--- config.mk ---
export PLATFORM = sky130hd
export DESIGN_NAME = mask_scan_unit
export DESIGN_NICKNAME = d
export VERILOG_FILES = /design/src/rtl/mask_scan_pkg.sv /design/src/rtl/mask_window_gen.sv /design/src/rtl/mask_popcount.sv /design/src/rtl/mask_find_first.sv /design/src/rtl/mask_scan_unit.sv
export SDC_FILE = /design/constraint.sdc
export NUM_CORES = 1
export LEC_CHECK = 0
export BUFFER_PORTS_ARGS = -buffer_cell sky130_fd_sc_hd__buf_2
export CAP_MARGIN = 20
export CORE_ASPECT_RATIO = 0.9
export CORE_MARGIN = 5
export CORE_UTILIZATION = 52
export CTS_BUF_LIST = sky130_fd_sc_hd__clkbuf_8 sky130_fd_sc_hd__clkbuf_16
export DETAILED_ROUTE_END_ITERATION = 10
export GPL_TIMING_DRIVEN = 0
export PLACE_DENSITY = 0.94
export RECOVER_POWER = 25
export SKIP_LAST_GASP = 1
export SYNTH_ARGS = -nofsm -noshare
export SYNTH_HDL_FRONTEND = slang
export SYNTH_HIERARCHICAL = 1
export SYNTH_SLANG_ARGS = --single-unit
--- constraint.sdc ---
create_clock -name clk -period 12.9 [get_ports clk]
set_input_delay 0.645 -clock clk [delete_from_list [all_inputs] [get_ports clk]]
set_output_delay 0.645 -clock clk [all_outputs]
set_load 0.02 [all_outputs]
--- src/rtl/mask_scan_pkg.sv ---
package mask_scan_pkg;
   typedef enum logic {
      SCAN_COUNT = 1'b0,
      SCAN_FIND  = 1'b1
   } scan_op_e;
endpackage

--- src/rtl/mask_window_gen.sv ---
// Builds the per-element participation vector: source bit, v0 gate and
// the [start, length) window combined.
module mask_window_gen #(
   parameter int MASK_W = 128,
   parameter int LEN_W  = $clog2(MASK_W) + 1
) (
   input  logic [MASK_W-1:0] src_i,
   input  logic [MASK_W-1:0] v0_i,
   input  logic              unmasked_i,
   input  logic [LEN_W-1:0]  vlen_i,
   input  logic [LEN_W-1:0]  vstart_i,
   output logic [MASK_W-1:0] act_o
);
   for (genvar gi = 0; gi < MASK_W; gi++) begin : g_elem
      localparam logic [LEN_W-1:0] POS = LEN_W'(gi);
      logic in_win;
      assign in_win     = (POS >= vstart_i) && (POS < vlen_i);
      assign act_o[gi]  = src_i[gi] & (unmasked_i | v0_i[gi]) & in_win;
   end
endmodule

--- src/rtl/mask_popcount.sv ---
// Two-level population count: small groups first, then a sum of groups.
module mask_popcount #(
   parameter int MASK_W = 128,
   parameter int GROUP  = 8,
   parameter int CNT_W  = $clog2(MASK_W) + 1
) (
   input  logic [MASK_W-1:0] bits_i,
   output logic [CNT_W-1:0]  count_o
);
   localparam int N_GRP = MASK_W / GROUP;
   localparam int GRP_W = $clog2(GROUP) + 1;

   if (MASK_W % GROUP != 0) begin : g_bad_group
      $error("mask_popcount: MASK_W must be a multiple of GROUP");
   end

   logic [GRP_W-1:0] grp_cnt [N_GRP];

   for (genvar gg = 0; gg < N_GRP; gg++) begin : g_grp
      always_comb begin
         grp_cnt[gg] = '0;
         for (int b = 0; b < GROUP; b++) begin
            grp_cnt[gg] = grp_cnt[gg] + GRP_W'(bits_i[gg*GROUP + b]);
         end
      end
   end

   always_comb begin
      count_o = '0;
      for (int g = 0; g < N_GRP; g++) begin
         count_o = count_o + CNT_W'(grp_cnt[g]);
      end
   end
endmodule

--- src/rtl/mask_find_first.sv ---
// Priority scan for the lowest set bit.
module mask_find_first #(
   parameter int MASK_W = 128,
   parameter int IDX_W  = $clog2(MASK_W)
) (
   input  logic [MASK_W-1:0] bits_i,
   output logic              found_o,
   output logic [IDX_W-1:0]  idx_o
);
   always_comb begin
      found_o = 1'b0;
      idx_o   = '0;
      for (int i = MASK_W - 1; i >= 0; i--) begin
         if (bits_i[i]) begin
            found_o = 1'b1;
            idx_o   = IDX_W'(i);
         end
      end
   end
endmodule

--- src/rtl/mask_scan_unit.sv ---
module mask_scan_unit
   import mask_scan_pkg::*;
#(
   parameter int MASK_W = 128,
   parameter int XLEN   = 64,
   parameter int GROUP  = 8,
   parameter int LEN_W  = $clog2(MASK_W) + 1
) (
   input  logic              clk,
   input  logic              rst_n,
   input  logic              start_i,
   input  logic              op_i,
   input  logic [MASK_W-1:0] src_mask_i,
   input  logic [MASK_W-1:0] v0_mask_i,
   input  logic              unmasked_i,
   input  logic [LEN_W-1:0]  vlen_i,
   input  logic [LEN_W-1:0]  vstart_i,
   input  logic              vtype_bad_i,
   input  logic              vec_en_i,
   output logic [XLEN-1:0]   res_o,
   output logic              res_we_o,
   output logic              done_o,
   output logic              illegal_o,
   output logic              dirty_o,
   output logic              vstart_clr_o
);
   localparam int IDX_W = $clog2(MASK_W);
   localparam int CNT_W = LEN_W;

   if ((MASK_W & (MASK_W - 1)) != 0) begin : g_bad_width
      $error("mask_scan_unit: MASK_W must be a power of two");
   end
   if (XLEN < CNT_W) begin : g_bad_xlen
      $error("mask_scan_unit: XLEN too narrow for the count");
   end

   logic [MASK_W-1:0] act_w;
   logic [CNT_W-1:0]  cnt_w;
   logic              found_w;
   logic [IDX_W-1:0]  idx_w;
   logic              bad_req;
   scan_op_e          op_sel;
   logic [XLEN-1:0]   res_next;

   mask_window_gen #(.MASK_W(MASK_W), .LEN_W(LEN_W)) u_win (
      .src_i      (src_mask_i),
      .v0_i       (v0_mask_i),
      .unmasked_i (unmasked_i),
      .vlen_i     (vlen_i),
      .vstart_i   (vstart_i),
      .act_o      (act_w)
   );

   mask_popcount #(.MASK_W(MASK_W), .GROUP(GROUP), .CNT_W(CNT_W)) u_cnt (
      .bits_i  (act_w),
      .count_o (cnt_w)
   );

   mask_find_first #(.MASK_W(MASK_W), .IDX_W(IDX_W)) u_ff (
      .bits_i  (act_w),
      .found_o (found_w),
      .idx_o   (idx_w)
   );

   assign bad_req = vtype_bad_i | ~vec_en_i;
   assign op_sel  = scan_op_e'(op_i);

   always_comb begin
      if (op_sel == SCAN_FIND) begin
         res_next = found_w ? XLEN'(idx_w) : '1;
      end else begin
         res_next = XLEN'(cnt_w);
      end
   end

   always_ff @(posedge clk) begin
      if (!rst_n) begin
         res_o        <= '0;
         res_we_o     <= 1'b0;
         done_o       <= 1'b0;
         illegal_o    <= 1'b0;
         dirty_o      <= 1'b0;
         vstart_clr_o <= 1'b0;
      end else begin
         done_o       <= start_i;
         illegal_o    <= start_i & bad_req;
         res_we_o     <= start_i & ~bad_req;
         dirty_o      <= start_i & ~bad_req;
         vstart_clr_o <= start_i & ~bad_req;
         if (start_i && !bad_req) begin
            res_o <= res_next;
         end
      end
   end

   // completion one cycle after the strobe
   a_r8_done_after_start: assert property (@(posedge clk) disable iff (!rst_n)
      start_i |=> done_o);
   // side effects only after a strobe
   a_r8_pulse_needs_start: assert property (@(posedge clk) disable iff (!rst_n)
      (res_we_o || dirty_o || vstart_clr_o || illegal_o) |-> $past(start_i));
   // write, dirty and clear travel together
   a_r8_pulses_together: assert property (@(posedge clk) disable iff (!rst_n)
      res_we_o |-> (dirty_o && vstart_clr_o && done_o));
   // illegal completion has no side effect and keeps the result
   a_r7_illegal_quiet: assert property (@(posedge clk) disable iff (!rst_n)
      illegal_o |-> (!res_we_o && !dirty_o && !vstart_clr_o && $stable(res_o)));
   // a reported index lies in the window on a set, enabled element
   a_r5_index_in_window: assert property (@(posedge clk) disable iff (!rst_n)
      found_w |-> (LEN_W'(idx_w) >= vstart_i && LEN_W'(idx_w) < vlen_i
                   && src_mask_i[idx_w] && (unmasked_i || v0_mask_i[idx_w])));
   // count is bounded by the vector length
   a_r3_count_bound: assert property (@(posedge clk) disable iff (!rst_n)
      cnt_w <= vlen_i);
endmodule

* Yosys cells after proc, flatten, opt, wreduce, memory -nomap -nowiden
Index checks and enable logic that the tools add are counted.
** Word-level totals
- Register bits :: 67
- Input port bits :: 279
- Output and inout port bits :: 69
- Word-level logic and storage cells :: 1164
** Cells by class
- Add/subtract/negate cells :: 127
- Order comparisons :: 256
- Multiplexer cells :: 258
- Bitwise operators :: 389
- Reduce and logical (&&, ||, !) cells :: 130
** Operators with widths (count)
- 7-bit 2-to-1 mux :: 128
- 7-bit by 8-bit >= comparator with 1-bit output (first input constant) :: 64
- 7-bit by 8-bit < comparator with 1-bit output (first input constant) :: 64
- 4-bit by 1-bit adder with 4-bit output :: 96
- 1-bit bitwise AND :: 258
- 6-bit by 8-bit >= comparator with 1-bit output (first input constant) :: 32
- 6-bit by 8-bit < comparator with 1-bit output (first input constant) :: 32
- 1-bit logical AND :: 129
- 1-bit bitwise OR :: 129
- 5-bit by 8-bit >= comparator with 1-bit output (first input constant) :: 16
- 5-bit by 8-bit < comparator with 1-bit output (first input constant) :: 16
- 1-bit 2-to-1 mux :: 128
- 64-bit 2-to-1 mux :: 2
- 8-bit by 4-bit adder with 8-bit output :: 14
- 4-bit by 8-bit >= comparator with 1-bit output (first input constant) :: 8
- 4-bit by 8-bit < comparator with 1-bit output (first input constant) :: 8
- 1-bit by 1-bit adder with 2-bit output :: 16
- 3-bit by 8-bit >= comparator with 1-bit output (first input constant) :: 4
- 3-bit by 8-bit < comparator with 1-bit output (first input constant) :: 4
- 1-bit by 8-bit >= comparator with 1-bit output (first input constant) :: 2
- 2-bit by 8-bit >= comparator with 1-bit output (first input constant) :: 2
- 1-bit by 8-bit < comparator with 1-bit output (first input constant) :: 2
- 2-bit by 8-bit < comparator with 1-bit output (first input constant) :: 2
- 4-bit by 4-bit adder with 5-bit output :: 1
- 2 further kinds :: 3

* Depth between registers and ports, before layout
Gate-level depths: netlist (run 1).
- Depth after elaboration :: 133
- Gate-level depth with buffers :: 34
- Gate-level depth less buffers :: 32

* Hierarchy
Netlist (run 1), hierarchy kept.
** By module, submodules not included
- mask_popcount :: instances 1, cells an instance 356, area each 3547.2 sq um, sequential area each 0.0 sq um
- mask_window_gen :: instances 1, cells an instance 520, area each 3278.1 sq um, sequential area each 0.0 sq um
- mask_find_first :: instances 1, cells an instance 301, area each 1621.6 sq um, sequential area each 0.0 sq um
- mask_scan_unit :: instances 1, cells an instance 110, area each 905.9 sq um, sequential area each 240.2 sq um

* Worst setup path after synthesis (run 1)
No wires, ideal clock.
- Path type :: input to register
- From :: input vstart_i[1]
- To :: register res_o[7]
- Setup time :: 0.122 ns
- Arrival :: 9.289 ns
- Required time :: 12.778 ns
- Setup slack :: 3.488 ns
- Cell stages on the path :: 32
- Buffers on the path :: 2
- Path through :: buf_2 -> buf_2 -> o21ai_1 -> nand2_1 -> a2111oi_0 -> fa_1 -> inv_1 -> fa_1 -> inv_1 -> ha_1 -> inv_1 -> fa_1 -> inv_1 -> ha_1 -> inv_1 -> fa_1 -> inv_1 -> fa_1 -> fa_1 -> fa_1 -> inv_1 -> fa_1 -> fa_1 -> fa_1 -> inv_1 -> ha_1 -> a21oi_1 -> nor2b_1 -> a311oi_2 -> o21ai_0 -> a21oi_1 -> a211oi_2
** Between the ends
- Elaborated cells on any way between the ends :: 641
- Classes of those cells :: add/sub: 127; order compare: 128; mux: 130; bitwise: 128; reduce/logical: 128
** RTL lines
- start, declared :: line mask_scan_unit.sv:17 : input logic [LEN_W-1:0] vstart_i,
- 3-bit by 8-bit >= comparator with 1-bit output :: line mask_window_gen.sv:17 : assign in_win = (POS >= vstart_i) && (POS < vlen_i);
- 1-bit logical AND :: line mask_window_gen.sv:17
- 1-bit bitwise AND :: line mask_window_gen.sv:18 : assign act_o[gi] = src_i[gi] & (unmasked_i | v0_i[gi]) & in_win;
- named net act_w[4] :: line mask_scan_unit.sv:37 : logic [MASK_W-1:0] act_w;
- 4-bit by 1-bit adder with 4-bit output (4 in series) :: line mask_popcount.sv:23 : grp_cnt[gg] = grp_cnt[gg] + GRP_W'(bits_i[gg*GROUP + b]);
- 4-bit by 4-bit adder with 5-bit output :: line mask_popcount.sv:31 : count_o = count_o + CNT_W'(grp_cnt[g]);
- 8-bit by 4-bit adder with 8-bit output (14 in series) :: line mask_popcount.sv:31
- named net cnt_w[7] :: line mask_scan_unit.sv:38 : logic [CNT_W-1:0] cnt_w;
- 64-bit 2-to-1 mux :: line mask_scan_unit.sv:69 : if (op_sel == SCAN_FIND) begin
- end signal, assigned :: line mask_scan_unit.sv:91 : res_o <= res_next;
- end, declared :: line mask_scan_unit.sv:20 : output logic [XLEN-1:0] res_o,
The timed path passes the listed nets, and every way through them passes these cells.
A chain may end at the register's enable or synchronous reset.

* Worst setup path after layout (run 1)
- From :: input unmasked_i
- To :: register res_o[7]
** Between the ends
- Elaborated cells on any way between the ends :: 641
- Classes of those cells :: add/sub: 127; mux: 130; bitwise: 384
** RTL lines
- start, declared :: line mask_scan_unit.sv:15 : input logic unmasked_i,
- 1-bit bitwise OR :: line mask_window_gen.sv:18
- 1-bit bitwise AND (2 in series) :: line mask_window_gen.sv:18
- named net act_w[2] :: line mask_scan_unit.sv:37
- 4-bit by 1-bit adder with 4-bit output (6 in series) :: line mask_popcount.sv:23
- 4-bit by 4-bit adder with 5-bit output :: line mask_popcount.sv:31
- 8-bit by 4-bit adder with 8-bit output (14 in series) :: line mask_popcount.sv:31
- named net cnt_w[7] :: line mask_scan_unit.sv:38
- 64-bit 2-to-1 mux :: line mask_scan_unit.sv:69
The timed path passes the listed nets, and every way through them passes these cells.

==> results of run 1 <==
==> stage by stage <==
stage | total power, mW | hold WS [ns]
final | 1.15 | 0.479
after global routing | 1.24 | 0.499
after CTS | 1.11 | 0.474
after detailed placement | 1.04 | 0.465
after global placement | 0.981 | 0.456
after floorplan | 0.748 | 0.544
==> final cells by class <==
type	instances	area, µm²
Fill cell	1584	5850
Multi-Input combinational cell	929	7640
Tap cell	240	300
Timing Repair Buffer	379	1960
Sequential cell	12	240
Clock buffer	4	88.8
Antenna cell	1	2.50
Buffer	125	748
Inverter	221	830
==> state kept, by name (all words and copies together), names as in the netlist <==
register / flops
done_o: 1
illegal_o: 1
res_o: 9
vstart_clr_o: 1
==> how the worst max path moves through the flow <==
stage,cells past startpoint,slack (ns),startpoint,to
after floorplan,32,3.49,vstart_i[1],res_o[7]
after global placement,33,2.18,vstart_i[3],res_o[7]
after detailed placement,32,2.59,unmasked_i,res_o[7]
after CTS,32,2.64,unmasked_i,res_o[7]
after global routing,32,2.11,unmasked_i,res_o[7]
final,32,2.39,unmasked_i,res_o[7]
==> cell usage in the layout (no fill, tap or decap), types with 12 or more instances in the layout <==
| cell | n |
|---|---|
| a2111oi_2 | 17 |
| a2111oi_1 | 25 |
| a21oi_1 | 67 |
| o31ai_1 | 12 |
| o211ai_1 | 27 |
| buf_2 | 362 |
| clkbuf_1 | 52 |
| nor4_1 | 36 |
| o21ai_0 | 93 |
| inv_1 | 220 |
| fa_1 | 116 |
| a211oi_1 | 43 |
| dfxtp_1 | 12 |
| o22ai_1 | 21 |
| nand3_1 | 24 |
| nor2_1 | 106 |
| a2111oi_0 | 15 |
| nand2_1 | 60 |
| buf_4 | 65 |
| nor3_1 | 51 |
| ha_1 | 28 |
| o221ai_1 | 37 |
==> where the power goes <==
group	leakage (nW)	switching [mW]	total, mW	internal (mW)
Combinational	5.34	0.610	1.04	0.426
Sequential	0.0978	0.00329	0.0463	0.0430
Clock	0.0442	0.0188	0.0659	0.0470
==> worst max-delay path, delay by kind of cell <==
family / cells / cell delay [ns]
AOI/OAI and AO/OA: 7 / 2.00
adders and majority gates: 13 / 5.88
buffers and inverters: 11 / 1.81
and+or+nand+nor: 1 / 0.30
==> cells by family (layout without fill, tap and decap cells) <==
group | count (synthesis) | after routing | synth area share [%]
fa+ha+maj | 144 | 144 | 28.6
compound gates | 431 | 431 | 32.2
other cells | 0 | 1 | 0
mux | 2 | 2 | 0.214
buf+inv | 346 | 729 | 16.9
xor+xnor | 4 | 4 | 0.375
flops | 12 | 12 | 2.57
simple gates | 348 | 348 | 19.2
==> layer usage <==
layer	global-route usage [%]	wire (µm)	part of all wire, %	vias to the layer above
met5	2.25	46	0.090	-
met4	25.0	3510	6.8	2
met3	20.4	8950	17	304
met2	71.9	21600	42	1262
met1	58.0	17200	34	5958
li1	-	-	-	5360
==> flow_metrics.env, run 1 <==
export IMPL_status="finished, violations left"
export IMPL_violations="capacitance limit, slew limit"
export IMPL_rows=46
export IMPL_hold_buffers=0
export IMPL_hold_start="res_o[0]"
export IMPL_regToRegEndpoint="res_o[62]"
export IMPL_synth_most_common_cell="inv_1"
export IMPL_vias=12900
export IMPL_rsz0062_at_grt="no"
export IMPL_cts_resized=0
export IMPL_setup_violations=0
export IMPL_start_util_pct=52.9
export IMPL_crit_fanout=10
export IMPL_cts_setup_buffers=0
export IMPL_critical_path_most_common_cell="fa_1"
export IMPL_routed_wl_mm=51.3
export IMPL_fin_util_pct=66.9
export IMPL_root_buffer="clkbuf_16"
export IMPL_synthCells=1287
export IMPL_r2r_slack_ns=11.03
export IMPL_period_minus_slack_ns=10.51
export IMPL_htree_levels=1
export IMPL_cp_required_ns=13.07
export IMPL_die_w_um=151
export IMPL_fin_crit_sh_pct=81.5
export IMPL_dr_pass1_iters=8
export IMPL_synth_flop_cell="dfxtp_1"
export IMPL_grt_overflow=0
export IMPL_antenna_found_initial=1
export IMPL_synth_avg_cell_area_um2=7.27
export IMPL_relSlewSlack_pct=-14.7
export IMPL_stdcell_count=1911
export IMPL_syn_to_final_growth_pct=26.4
export IMPL_clock_path_buffers=2
export IMPL_drc=0
export IMPL_die_h_um=137
export IMPL_synth_ff_latch_count=12
export IMPL_hold_class="register to register"
export IMPL_fmax_mhz=95.1
export IMPL_min_to="res_o[0]"
export IMPL_cp_slowest_cell="a211oi_1"
export IMPL_finalInstanceArea_mm2=0.0118
export IMPL_dpl_hpwl_mm=42.6
export IMPL_postLayoutSetupSlackWorst_ns=2.39
export IMPL_synthTopCellsByCount="inv_1, fa_1, nor2_1"
export IMPL_leakage_nw=5.48
export IMPL_track_usage_pct=47.8
export IMPL_peakVddDrop_v=0.000136
export IMPL_synth_edf_count=0
export IMPL_viasPerCell=6.74
export IMPL_cts_tree="yes"
export IMPL_yosysUniqueCellTypes=80
export IMPL_holdPathStages=2
export IMPL_clkTransAtPathRegs_ns=0.05
export IMPL_dp_slack_ns=2.59
export IMPL_power_density_mw_per_mm2=97.2
export IMPL_drive_gt1_share_pct=29.2
export IMPL_worst_ep_arrival_time_ns=10.68
export IMPL_clock_sinks=12
export IMPL_cp_end_kind="register"
export IMPL_avgRoutedWirePerCell_um=26.9
export IMPL_tightest_slew_ns=1.72
export IMPL_grt_first_pass_wirelength_mm=74.4
export IMPL_design_core_area_mm2=0.0177
export IMPL_nets=2094
export IMPL_setup_tns_final_ns=0
export IMPL_hold_violations=0
export IMPL_place_gp_congestion=1.15
export IMPL_r2r_start="res_o[62]"
export IMPL_start_kind="input pin"
export IMPL_clock_latency_ns=0.25
export IMPL_yosys_area_top_type="fa_1"
export IMPL_dieArea_mm2=0.0208
export IMPL_grt_pass1_vias=12600
export IMPL_critPathKind="input pin to register"
export IMPL_cts_buffers=3
export IMPL_syn_area_mm2=0.00935
export IMPL_max_stage_delay_ns=0.72
export IMPL_placed_cells=1902
export IMPL_yosys_warnings=6
export IMPL_synth_area_leaders="fa_1, inv_1, o21ai_0"
export IMPL_grt_max_degree=58
export IMPL_yosys_area_top_type_share_pct=24.8
export IMPL_ios=348
export IMPL_ys_seq_area_share_pct=2.57
export IMPL_dpl_instance_area_mm2=0.0117
export IMPL_r2r_cells=2
export IMPL_port_buffer_count=338
export IMPL_dr_first_iter_drc_count=2059
export IMPL_maxCapViolations=1
export IMPL_synthArstFlopShare_pct=0
export IMPL_skew_ns=0
export IMPL_synth_nets=1710
export IMPL_antenna_left=0
export IMPL_slew_viol_final=58
(Power assumes the default switching activity.)
==> run 2, diff against run 1 <==
--- a/config.mk
+++ b/config.mk
@@ -5,15 +5,16 @@
 export SDC_FILE = /design/constraint.sdc
 export NUM_CORES = 1
 export LEC_CHECK = 0
+export ABC_AREA = 1
 export BUFFER_PORTS_ARGS = -buffer_cell sky130_fd_sc_hd__buf_2
 export CAP_MARGIN = 20
 export CORE_ASPECT_RATIO = 0.9
 export CORE_MARGIN = 5
-export CORE_UTILIZATION = 52
+export CORE_UTILIZATION = 49
 export CTS_BUF_LIST = sky130_fd_sc_hd__clkbuf_8 sky130_fd_sc_hd__clkbuf_16
 export DETAILED_ROUTE_END_ITERATION = 10
 export GPL_TIMING_DRIVEN = 0
-export PLACE_DENSITY = 0.94
+export PLACE_DENSITY = 0.9
 export RECOVER_POWER = 25
 export SKIP_LAST_GASP = 1
 export SYNTH_ARGS = -nofsm -noshare
==> constraint.sdc (replaced) <==
create_clock -name clk -period 8.6 [get_ports clk]
set_input_delay 0.43 -clock clk [delete_from_list [all_inputs] [get_ports clk]]
set_output_delay 0.43 -clock clk [all_outputs]
set_load 0.02 [all_outputs]
==> run 2 against run 1 <==
  * The flow finishes with violations (capacitance limit, slew limit, setup timing)
  * Non-clock buffer count shrank 24
  * Worst setup slack lost 2.4 ns
  * Register-to-register slack lost 4.6 ns
  * Sequential cell count is the same
  * Routed wire length grew 11%
  * Combinational power grew 110%
  * Clock power grew 46%
  * Die area grew 21%
  * Largest power group unchanged
==> flow_metrics.env, run 2 <==
export IMPL_nets=2661
export IMPL_layout_area_seq_um2=240
export IMPL_whs_ns=0.447
export IMPL_die_w_um=167
export IMPL_dr_pass1_iters=8
export IMPL_drc=0
export IMPL_dr_first_iter_drc_count=1734
export IMPL_critical_path_most_common_cell="fa_1"
export IMPL_layout_commonest_cell="nand2_1"
export IMPL_synth_flop_cell="dfxtp_1"
export IMPL_antenna_found_initial=1
export IMPL_start_util_pct=50.0
export IMPL_yosys_warnings=6
export IMPL_worstSetupPathDepth=29
export IMPL_drive_gt1_share_pct=27.3
export IMPL_viasPerCell=5.54
export IMPL_syn_to_final_growth_pct=28.2
export IMPL_worst_ep_arrival_time_ns=8.77
export IMPL_fin_util_pct=64.1
export IMPL_leakage_nw=7.58
export IMPL_cts_buffers=3
export IMPL_port_buffer_count=338
export IMPL_crit_buf_inv=9
export IMPL_hold_class="input pin to register"
export IMPL_vias=14000
export IMPL_largest_register_ffs=9
export IMPL_cp_required_ns=8.72
export IMPL_start_kind="input pin"
export IMPL_max_stage_delay_ns=0.77
export IMPL_root_buffer="clkbuf_16"
export IMPL_hold_buffers=0
export IMPL_dpl_hpwl_mm=47.9
export IMPL_grt_first_pass_wirelength_mm=80.7
export IMPL_synth_area_leaders="fa_1, nand2_1, inv_1"
export IMPL_hold_start="vec_en_i"
export IMPL_r2r_start="res_o[62]"
export IMPL_ys_seq_area_share_pct=2.21
export IMPL_synth_avg_cell_area_um2=5.84
export IMPL_design_core_area_mm2=0.0217
export IMPL_cts_tree="yes"
export IMPL_antenna_left=0
export IMPL_grt_max_degree=58
export IMPL_synthTopCellsByCount="nand2_1, inv_1, nor2_1"
export IMPL_r2r_cells=4
export IMPL_rsz0062_at_grt="yes"
export IMPL_avgRoutedWirePerCell_um=22.5
export IMPL_status="finished, violations left"
export IMPL_synthCells=1858
export IMPL_die_h_um=151
export IMPL_violations="capacitance limit, slew limit, setup timing"
export IMPL_fmax_mhz=116
export IMPL_crit_fanout=10
export IMPL_holdPathStages=2
export IMPL_htree_levels=1
export IMPL_hold_violations=0
export IMPL_setup_violations=2
export IMPL_synth_edf_count=0
export IMPL_cp_slowest_cell="clkbuf_1"
export IMPL_fillCellCount=2062
export IMPL_yosys_area_top_type="fa_1"
export IMPL_place_gp_congestion=1.11
export IMPL_synth_nets=2281
export IMPL_power_density_mw_per_mm2=166
export IMPL_tightest_slew_ns=1.79
export IMPL_clkTransAtPathRegs_ns=0.04
export IMPL_critPathKind="input pin to register"
export IMPL_clock_sinks=12
export IMPL_routed_wl_mm=57.0
export IMPL_synth_most_common_cell="nand2_1"
export IMPL_ios=348
export IMPL_synthArstFlopShare_pct=0
export IMPL_slew_viol_final=58
export IMPL_track_usage_pct=42.7
export IMPL_skew_ns=0
export IMPL_fin_crit_sh_pct=101
export IMPL_top_register="res_o"
export IMPL_yosysUniqueCellTypes=39
export IMPL_crit_family="adder cells"
export IMPL_postLayoutSetupSlackWorst_ns=-0.0444
export IMPL_grt_pass1_vias=13500
export IMPL_dieArea_mm2=0.0252
export IMPL_period_minus_slack_ns=8.64
export IMPL_mostFrequentLayoutCells="nand2_1, inv_1, buf_2"
export IMPL_yosys_area_top_type_share_pct=21.4
export IMPL_rows=51
export IMPL_cp_end_kind="register"
export IMPL_syn_area_mm2=0.0109
export IMPL_multiInputGateArea_mm2=0.00835
export IMPL_clock_path_buffers=2
export IMPL_crit_start="unmasked_i"
export IMPL_maxCapViolations=1
export IMPL_peakVddDrop_v=0.000280
export IMPL_synth_ff_latch_count=12
export IMPL_clock_latency_ns=0.24
export IMPL_relSlewSlack_pct=-19.7
export IMPL_grt_overflow=0
run 2: what timing repair did:
item,CTS,global route
cloned,0,2
setup buffers,13,21
endpoints found under the setup margin,8,8
hold endpoints to repair,0,0
resized for setup,67,152
pin swaps,14,16
run 2: where the power goes:
| part | total [mW] | switching, mW | internal [mW] | leakage, nW |
|---|---|---|---|---|
| Combinational | 2.15 | 1.27 | 0.873 | 7.44 |
| Clock | 0.0964 | 0.0260 | 0.0703 | 0.0442 |
| Sequential | 0.0658 | 0.00566 | 0.0601 | 0.0984 |
| Total | 2.31 | 1.30 | 1.00 | 7.58 |
run 2: worst paths after layout:
path / slack (ns) / end
max: -0.04 / res_o[6]
max reg2reg: 6.47 / res_o[62]
min: 0.45 / illegal_o
min reg2reg: 0.54 / res_o[1]
run 2: kinds of logic after synthesis:
| family | after synthesis | synth area share, % |
|---|---|---|
| flops | 12 | 2.21 |
| fa+ha+maj | 144 | 24.6 |
| xor+xnor | 4 | 0.323 |
| compound gates | 264 | 14.1 |
| simple gates | 909 | 33.8 |
| buf+inv | 525 | 25.0 |
run 2: final cells by class:
cell class / count / share of cell area (%)
Multi-Input combinational cell: 1321 / 60.0
Inverter: 420 / 14.9
Timing Repair Buffer: 376 / 14.5
Buffer: 104 / 5.59
Tap cell: 291 / 2.62
Sequential cell: 12 / 1.73
Clock buffer: 4 / 0.638
Antenna cell: 1 / 0.0180
run 2: worst register-to-register path, stage by stage (launching register included):
cell,delay [ns]
dfxtp_1,1.52
inv_1,0.27
nand2_2,0.15
inv_1,0.04
nor2_1,0.09
run 2: routing by layer:
metal  GRT usage (%)  vias to the layer above  share of wire [%]
li1                -                     6296                  -
met1            54.0                     6358                 35
met2            68.8                     1135                 44
met3            11.1                      218                 14
met4            19.7                        0                6.3
met5               0                        -                  0
run 2: stage by stage:
| step | power (mW) | instances | instance area, µm² | TNS [ns] | setup slack [ns] |
|---|---|---|---|---|---|
| floorplan | 1.34 | 1858 | 10900 | 0 | 0.367 |
| global placement | 1.79 | 2487 | 12900 | -7.59 | -1.08 |
| detailed placement | 1.85 | 2488 | 12900 | -8.15 | -1.20 |
| CTS | 2.01 | 2505 | 13300 | -0.0240 | -0.0112 |
| global route | 2.47 | 2528 | 13900 | -1.25 | -0.454 |
| finish | 2.31 | 2529 | 13900 | -0.0721 | -0.0444 |
